File: config.mk
export PLATFORM = sky130hd
export DESIGN_NAME = flash_cmd_seq
export DESIGN_NICKNAME = d
export VERILOG_FILES = /design/src/rtl/flash_seq_pkg.sv /design/src/rtl/sck_pacer.sv /design/src/rtl/frame_shifter.sv /design/src/rtl/busy_watch.sv /design/src/rtl/flash_cmd_seq.sv
export SDC_FILE = /design/constraint.sdc
export NUM_CORES = 1
export LEC_CHECK = 0
export ABC_AREA = 1
export BUFFER_PORTS_ARGS = -buffer_cell sky130_fd_sc_hd__buf_2
export CAP_MARGIN = 10
export CORE_UTILIZATION = 55
export DETAILED_ROUTE_END_ITERATION = 12
export PLACE_DENSITY = 0.76
export SLEW_MARGIN = 5
export SYNTH_ARGS = -nofsm -noshare
export SYNTH_HDL_FRONTEND = slang
export SYNTH_HIERARCHICAL = 1
export SYNTH_SLANG_ARGS = --single-unit
File: constraint.sdc
create_clock -name clk -period 5.1 [get_ports clk]
set_input_delay 1.02 -clock clk [delete_from_list [all_inputs] [get_ports clk]]
set_output_delay 1.02 -clock clk [all_outputs]
set_load 0.005 [all_outputs]
File: src/rtl/flash_seq_pkg.sv
package flash_seq_pkg;

    localparam int OPC_W      = 8;
    localparam int ADDR_W     = 24;
    localparam int FRAME_W    = OPC_W + ADDR_W;
    localparam int PAGE_W     = 13;
    localparam int PAGE_COUNT = 1 << PAGE_W;
    localparam int TAIL_W     = ADDR_W - 1 - PAGE_W;
    localparam int GROUP_LSB  = 3;

    typedef enum logic [1:0] {
        CMD_PROG_ERASE  = 2'd0,
        CMD_PROG_PLAIN  = 2'd1,
        CMD_PAGE_ERASE  = 2'd2,
        CMD_BLOCK_ERASE = 2'd3
    } cmd_e;

    typedef enum logic [2:0] {
        ST_IDLE,
        ST_SETUP,
        ST_SHIFT,
        ST_HOLD,
        ST_WAIT
    } state_e;

    typedef struct packed {
        logic [OPC_W-1:0]  opcode;
        logic [ADDR_W-1:0] addr;
    } frame_t;

    function automatic logic [OPC_W-1:0] pick_opcode(cmd_e kind, logic second_buf);
        logic [OPC_W-1:0] op;
        case (kind)
            CMD_PROG_ERASE:  op = second_buf ? 8'h86 : 8'h83;
            CMD_PROG_PLAIN:  op = second_buf ? 8'h89 : 8'h88;
            CMD_PAGE_ERASE:  op = 8'h81;
            default:         op = 8'h50;
        endcase
        return op;
    endfunction

    function automatic logic [ADDR_W-1:0] pack_addr(cmd_e kind, logic [PAGE_W-1:0] page);
        logic [PAGE_W-1:0] p;
        p = page;
        if (kind == CMD_BLOCK_ERASE) begin
            p[GROUP_LSB-1:0] = '0;
        end
        return {1'b0, p, {TAIL_W{1'b0}}};
    endfunction

endpackage

File: src/rtl/sck_pacer.sv
module sck_pacer #(
    parameter int DIV_W = 8
) (
    input  logic             clk,
    input  logic             rst,
    input  logic             run,
    input  logic [DIV_W-1:0] half,
    output logic             tick
);
    logic [DIV_W-1:0] cnt;

    assign tick = run && (cnt >= half);

    always_ff @(posedge clk) begin
        if (rst || !run || tick) begin
            cnt <= '0;
        end else begin
            cnt <= cnt + 1'b1;
        end
    end
endmodule

File: src/rtl/frame_shifter.sv
module frame_shifter #(
    parameter int FRAME_W = 32
) (
    input  logic               clk,
    input  logic               rst,
    input  logic               load,
    input  logic [FRAME_W-1:0] frame_in,
    input  logic               shift,
    output logic               sdo,
    output logic               last
);
    localparam int CNT_W = $clog2(FRAME_W);

    logic [FRAME_W-1:0] sr;
    logic [CNT_W-1:0]   cnt;

    always_ff @(posedge clk) begin
        if (rst) begin
            sr  <= '0;
            cnt <= '0;
        end else if (load) begin
            sr  <= frame_in;
            cnt <= '0;
        end else if (shift) begin
            sr  <= {sr[FRAME_W-2:0], 1'b0};
            cnt <= cnt + 1'b1;
        end
    end

    assign sdo  = sr[FRAME_W-1];
    assign last = (cnt == CNT_W'(FRAME_W - 1));
endmodule

File: src/rtl/busy_watch.sv
module busy_watch #(
    parameter int TMO_W = 20
) (
    input  logic             clk,
    input  logic             rst,
    input  logic             active,
    input  logic             tick,
    input  logic             rdy,
    input  logic [TMO_W-1:0] limit,
    output logic             finish,
    output logic             expired
);
    logic             settled;
    logic [TMO_W-1:0] cnt;

    always_ff @(posedge clk) begin
        if (rst || !active) begin
            settled <= 1'b0;
            cnt     <= '0;
        end else if (!settled) begin
            if (tick) begin
                settled <= 1'b1;
            end
        end else if (!rdy) begin
            cnt <= cnt + 1'b1;
        end
    end

    assign finish  = active && settled && rdy;
    assign expired = active && settled && !rdy && (cnt >= limit);
endmodule

File: src/rtl/flash_cmd_seq.sv
module flash_cmd_seq
    import flash_seq_pkg::*;
#(
    parameter int DIV_W  = 8,
    parameter int TMO_W  = 20,
    parameter int PIN_W  = 14
) (
    input  logic             clk,
    input  logic             rst,
    input  logic             req_valid,
    input  logic [1:0]       req_cmd,
    input  logic             req_buf,
    input  logic [PIN_W-1:0] req_page,
    input  logic [DIV_W-1:0] div_half,
    input  logic [TMO_W-1:0] busy_limit,
    output logic             req_ready,
    output logic             done,
    output logic             err_range,
    output logic             err_timeout,
    output logic             spi_sck,
    output logic             spi_cs_n,
    output logic             spi_sdo,
    input  logic             flash_rdy
);
    state_e           state;
    logic [DIV_W-1:0] div_q;
    logic             tick;
    logic             sh_sdo;
    logic             sh_last;
    logic             in_range;
    logic             load_go;
    logic             shift_go;
    logic             wait_finish;
    logic             wait_expired;
    frame_t           frame;

    assign in_range = (req_page < PIN_W'(PAGE_COUNT));
    assign load_go  = (state == ST_IDLE) && req_valid && in_range;
    assign shift_go = (state == ST_SHIFT) && tick && spi_sck;

    always_comb begin
        frame.opcode = pick_opcode(cmd_e'(req_cmd), req_buf);
        frame.addr   = pack_addr(cmd_e'(req_cmd), req_page[PAGE_W-1:0]);
    end

    sck_pacer #(.DIV_W(DIV_W)) u_pacer (
        .clk  (clk),
        .rst  (rst),
        .run  (state != ST_IDLE),
        .half (div_q),
        .tick (tick)
    );

    frame_shifter #(.FRAME_W(FRAME_W)) u_shift (
        .clk      (clk),
        .rst      (rst),
        .load     (load_go),
        .frame_in (frame),
        .shift    (shift_go),
        .sdo      (sh_sdo),
        .last     (sh_last)
    );

    busy_watch #(.TMO_W(TMO_W)) u_watch (
        .clk     (clk),
        .rst     (rst),
        .active  (state == ST_WAIT),
        .tick    (tick),
        .rdy     (flash_rdy),
        .limit   (busy_limit),
        .finish  (wait_finish),
        .expired (wait_expired)
    );

    always_ff @(posedge clk) begin
        if (rst) begin
            state       <= ST_IDLE;
            div_q       <= '0;
            spi_sck     <= 1'b0;
            spi_cs_n    <= 1'b1;
            done        <= 1'b0;
            err_range   <= 1'b0;
            err_timeout <= 1'b0;
        end else begin
            done        <= 1'b0;
            err_range   <= 1'b0;
            err_timeout <= 1'b0;
            case (state)
                ST_IDLE: begin
                    if (req_valid) begin
                        if (in_range) begin
                            div_q    <= div_half;
                            spi_cs_n <= 1'b0;
                            state    <= ST_SETUP;
                        end else begin
                            err_range <= 1'b1;
                        end
                    end
                end
                ST_SETUP: begin
                    if (tick) begin
                        spi_sck <= 1'b1;
                        state   <= ST_SHIFT;
                    end
                end
                ST_SHIFT: begin
                    if (tick) begin
                        if (spi_sck) begin
                            spi_sck <= 1'b0;
                            if (sh_last) begin
                                state <= ST_HOLD;
                            end
                        end else begin
                            spi_sck <= 1'b1;
                        end
                    end
                end
                ST_HOLD: begin
                    if (tick) begin
                        spi_cs_n <= 1'b1;
                        state    <= ST_WAIT;
                    end
                end
                ST_WAIT: begin
                    if (wait_expired) begin
                        err_timeout <= 1'b1;
                        state       <= ST_IDLE;
                    end else if (wait_finish) begin
                        done  <= 1'b1;
                        state <= ST_IDLE;
                    end
                end
                default: state <= ST_IDLE;
            endcase
        end
    end

    assign req_ready = (state == ST_IDLE);
    assign spi_sdo   = sh_sdo & ~spi_cs_n;
endmodule

After elaboration in Yosys (flattened, before gate mapping)
Index checks and enable logic that the tools add are counted.

word-level totals
  bits in registers = 72
  output and inout bits = 7
  word-level logic and storage cells = 99

cells by class
  reduce and logical (&&, ||, !) cells = 30
  order comparisons = 3
  equality and inequality tests = 16
  $add $sub $neg = 3
  bitwise operators = 6
  mux-type cells = 28

operator list
  cell                                                 count
  two-way mux 32 bit                                   2
  two-way mux 3 bit                                    11
  one-hot mux 8 bit (3 select lines)                   1
  adder 20 x 1 -> 20 bit (second input constant)       1
  >= comparator 20 bit                                 1
  one-hot mux 3 bit (5 select lines)                   1
  less-than comparator 14 bit (second input constant)  1
  != test 2 bit (second input constant)                6
  two-way mux 1 bit                                    11
  logical AND 1 bit                                    9
  adder 8 x 1 -> 8 bit (second input constant)         1
  >= comparator 8 bit                                  1
  AND reduction 8 bit                                  1
  == test 3 x 2 -> 1 bit (second input constant)       2
  AND reduction 3 bit                                  2
  nonzero test 2 bit                                   3
  OR reduction 3 bit                                   2
  adder 5 x 1 -> 5 bit (second input constant)         1
  == test 5 bit (second input constant)                1
  NOT 1 bit                                            5
  == test 2 bit (second input constant)                2
  one-hot mux 1 bit (2 select lines)                   2
  AND reduction 4 bit                                  1
  OR reduction 2 bit                                   2
  other kinds (12)                                     16

Longest topological paths before layout
  depth after elaboration = 6
  gate-level depth with buffers = 20
  mapped depth without buffers = 20

Modules after synthesis
Netlist, hierarchy kept.

by module, submodules not included
  module         instances  sequential area each (µm²)  cells each  area each (µm²)
  frame_shifter  1          740.7                       272         1,815.5
  busy_watch     1          420.4                       240         1,617.8
  flash_cmd_seq  1          320.3                       117         844.6
  sck_pacer      1          160.2                       80          580.6

Worst setup path after synthesis
Ideal clock, no wire load.

  path type = input -> register
  start = input port busy_limit[19]
  end = register state[0]
  setup slack = 2,542 ps
  data arrival time = 2,445 ps
  cell stages on the path = 17
  setup time = 113 ps
  path buffers = 0
  cells stage by stage = inv_1 ha_1 nand2_1 inv_1 nand2_1 nor2_1 nand2_1 nor2_1 nor2_1 a21oi_1 nor2_1 nand3_1 nand2_1 nor2_1 nand2_2 nor2_1 nor2_1

on the way
  word-level cells in the longest chain between the ends = 4

RTL lines
  what                                                                                        line                  text
  from (decl)                                                                                 flash_cmd_seq.sv:15   input logic [TMO_W-1:0] busy_limit,
  >= comparator 20 bit *                                                                      busy_watch.sv:30      assign expired = active && settled && !rdy && (cnt >= limit);
  logical AND 1 bit *                                                                         busy_watch.sv:30
  via wait_expired                                                                            flash_cmd_seq.sv:34   logic wait_expired;
  != test 3 bit (no line) / two-way mux 3 bit (equally long branches)                         n/a
  AND reduction 8 bit (no line) / one-hot mux 3 bit (5 select lines) (equally long branches)  n/a
  to (signal assigned)                                                                        flash_cmd_seq.sv:77   state <= ST_IDLE;
  to (signal assigned)                                                                        flash_cmd_seq.sv:94   state <= ST_SETUP;
  to (signal assigned)                                                                        flash_cmd_seq.sv:103  state <= ST_SHIFT;
  to (decl)                                                                                   flash_cmd_seq.sv:25   state_e state;

Mark *: on every way through the listed nets, which the timed path passes. The rest lies on a longest branch.
A chain may end at the register's enable or synchronous reset.

Worst setup path after layout
  start = register div_q[7]
  end = register u_shift.cnt[3]

on the way
  word-level cells in the longest chain between the ends = 4

RTL lines
  what                            line                 text
  from (decl)                     flash_cmd_seq.sv:26  logic [DIV_W-1:0] div_q;
  from (signal assigned)          flash_cmd_seq.sv:92  div_q <= div_half;
  >= comparator 8 bit             sck_pacer.sv:12      assign tick = run && (cnt >= half);
  logical AND 1 bit               sck_pacer.sv:12
  via tick                        flash_cmd_seq.sv:27  logic tick;
  logical AND 1 bit (2 in a row)  flash_cmd_seq.sv:39  assign shift_go = (state == ST_SHIFT) && tick && spi_sck;
  via shift_go                    flash_cmd_seq.sv:32  logic shift_go;
  to (signal assigned)            frame_shifter.sv:26  cnt <= cnt + 1'b1;
  to (decl)                       frame_shifter.sv:15  logic [CNT_W-1:0] cnt;

The timed path passes the listed nets, and every way through them passes these cells.

==> run metrics <==
clk_skew=8.39 ps; die height=96.0 um; Max Root-Sink Buffers=2; status=complete, no violations; number of synthesized register bits=82; met3 WL post-DR=278 um; final worst path period need=between 2000 and 3000 ps; Hold-fix buffers, CTS=0; endpoint class of the critical path=flop; Largest delay share family, worst path=simple AND/OR/NAND/NOR gates; num ports=between 50 and 60; antenna-violating nets left=0; sequential-to-total area share from yosys stat=0.338; overall power=roughly 0.0016 W; critical path peak fanout=30; Iter 0 DRT Violations=around 180; Tcrit/Tclk final=0.546; num rows=33; Inst Count DP=about 860; crit path launch type=flop; final hold violation count=0; root buf cell=clkbuf_8; top cells by area, synth=dfxtp_1 (34%), nand2_1 (15%), inv_1 (9.1%); fmax=between 0.3 and 0.4 GHz; Synth cell types=40; final setup vio count=0; vias=between 4000 and 5000; nets=848; Max stage delay on crit path=~520 ps; # port buffers=55; hold slack=around 470 ps; GP Congestion=approximately 0.8; drt total wl=9540 um; clock tree sinks=between 80 and 90; die area=~9000 um^2; most frequent cells in the layout=nand2_1 (200), inv_1 (118), dfxtp_1 (82), nand3_1 (75), nor2_1 (60); worst path cell trace=inv_1 > ha_1 > nand2_1 > nor2_1 > nand2_1 > nand3_1 > nand2_1 > inv_1 > nand2_1 > nor2_2 > buf_4 > nand2_1 > nor2_1 > nand2_1 > nand2_1 > nor2_1; Req. time, crit path=roughly 5300 ps; dpl hpwl=roughly 7000 um; synthesized area=roughly 4900 um^2; Initial Utilization=0.580; CP max-delay cell=nor2_2; fin cells=around 880; number of synthesized flops with an enable pin=0; commonest non-fill, non-tap cell in the layout=nand2_1; Mean Syn Cell Area=between 6 and 7 um^2; Synth Instances=slightly above 700; Die X=between 90 and 100 um; CTS tree=done; cell mode on critical path=nand2_1; average wire per standard cell=10.9 um; Slew Limit Fails=0; Data arrival, critical path=around 3000 ps; HP Class=reg2reg; wl on met1=around 4100 um; vias in the first global route=approximately 4000; largest net degree at the start of global routing=between 40 and 50; setup bufs post-CTS=0; max_cap viols=0; GRT overflow=0; Worst-Margin Slew=896 ps; RSZ-0062 raised after global routing=no; slew margin rel.=0.402; Clk Latency, worst-skew pair=about 350 ps; CTS buffer count=9; pwr dens=between 200 and 300 nW/um^2; clock input transition at the sequential cells of the worst setup and hold paths=~80 ps; layout cells sized above 1=0.157; met2 routed WL=about 5000 um; H-tree levels=3; synth warn=6; Lkg Pwr=about 2.7 nW; Post-synth top flop=dfxtp_1; peak supply drop=approximately 200 uV; DRC errors left=0; Synth area leader=dfxtp_1; CP bufs+invs=3; Synth top area share=0.338; critical path class=reg2reg; Async SR Flop Fraction=0; via density per instance=around 5.0; DR pass1 iterations=4; total track usage=0.223; core region area=between 8000 and 9000 um^2; Setup TNS Final=0 ps; Antenna Cells=0; Layout area overhead=10.2%; first-pass GRT wire length=between 15000 and 20000 um; number of fill cells=796; CTS resizes=0; initial antenna violation count=0; top routing layer in use=met4
[final cells by class]
class | count | area, um^2 | area share
Multi-Input combinational cell | 493 | 2630 | 0.490
Inverter | 125 | 482 | 0.0900
Clock inverter | 3 | 40.0 | 0.00748
Tap cell | 105 | 131 | 0.0245
Clock buffer | 11 | 151 | 0.0283
Timing Repair Buffer | 56 | 283 | 0.0528
Sequential cell | 82 | 1640 | 0.307
[path summary, 6_finish.rpt]
kind | to | start | depth (start not counted) | slack, ps
max reg2reg | u_shift/cnt[3]$_SDFFE_PP0P_ | div_q[7]$_SDFFE_PP0P_ | 16 | 2310
max | u_shift/cnt[3]$_SDFFE_PP0P_ | div_q[7]$_SDFFE_PP0P_ | 16 | 2310
min | u_shift/sr[0]$_SDFFE_PP0P_ | u_shift/sr[0]$_SDFFE_PP0P_ | 2 | 470
min reg2reg | u_shift/sr[0]$_SDFFE_PP0P_ | u_shift/sr[0]$_SDFFE_PP0P_ | 2 | 470
[state kept, by name, indices dropped and copies added (netlist names), 3 cells and up]
| signal | cells |
|---|---|
| u_shift/sr | 32 |
| u_watch/cnt | 20 |
| div_q | 8 |
| u_pacer/cnt | 8 |
| u_shift/cnt | 5 |
| state | 3 |
[through the flow]
stage / cell area [um^2] / utilization / setup WS (ps)
floorplan: 4900 / - / 2540
global placement: 5160 / 0.616 / 2330
detailed placement: 5160 / 0.616 / 2230
CTS: 5350 / 0.639 / 2300
global route: 5350 / 0.639 / 2040
finish: 5350 / 0.639 / 2310
[worst min-delay path, stage by stage (launching register included)]
cell,delay (ps)
dfxtp_1,320
nand2_1,60
a21oi_1,50
[report_power, final]
group / switching [W] / leakage, nW / internal (W)
registers: 0.0000332 / 0.665 / 0.000686
clock network: 0.000222 / 0.101 / 0.000246
logic: 0.000270 / 1.98 / 0.000137
total: 0.000526 / 2.75 / 0.00107
[cell families (layout without fill, tap and decap cells)]
family	after synthesis	after routing	share of synthesized area
buf+inv	145	195	0.131
simple gates	387	387	0.371
other cells	1	12	0.000772
fa+ha+maj	32	32	0.0824
xor+xnor	5	5	0.00902
flops	82	82	0.338
compound gates	57	57	0.0685
[per-layer routing]
| metal | up-vias | global-route usage |
|---|---|---|
| li1 | 2312 | - |
| met1 | 1981 | 0.246 |
| met2 | 62 | 0.425 |
| met3 | 12 | 0.0316 |
| met4 | 0 | 0.0896 |
| met5 | - | 0 |
[synthesized netlist by cell type, types with 3 or more instances]
cell type	count
buf_6	8
ha_1	32
nor2_2	5
inv_2	5
nor2_4	4
nand3_2	4
nor3_4	3
xor2_1	3
buf_2	9
a21oi_1	29
a21o_1	3
inv_1	118
nand3_1	75
nand4_1	5
nor2_1	61
nor3_1	6
o21ai_0	11
dfxtp_1	82
a21oi_2	9
nand2_1	200
nand2_2	11
(Power assumes the default switching activity.)
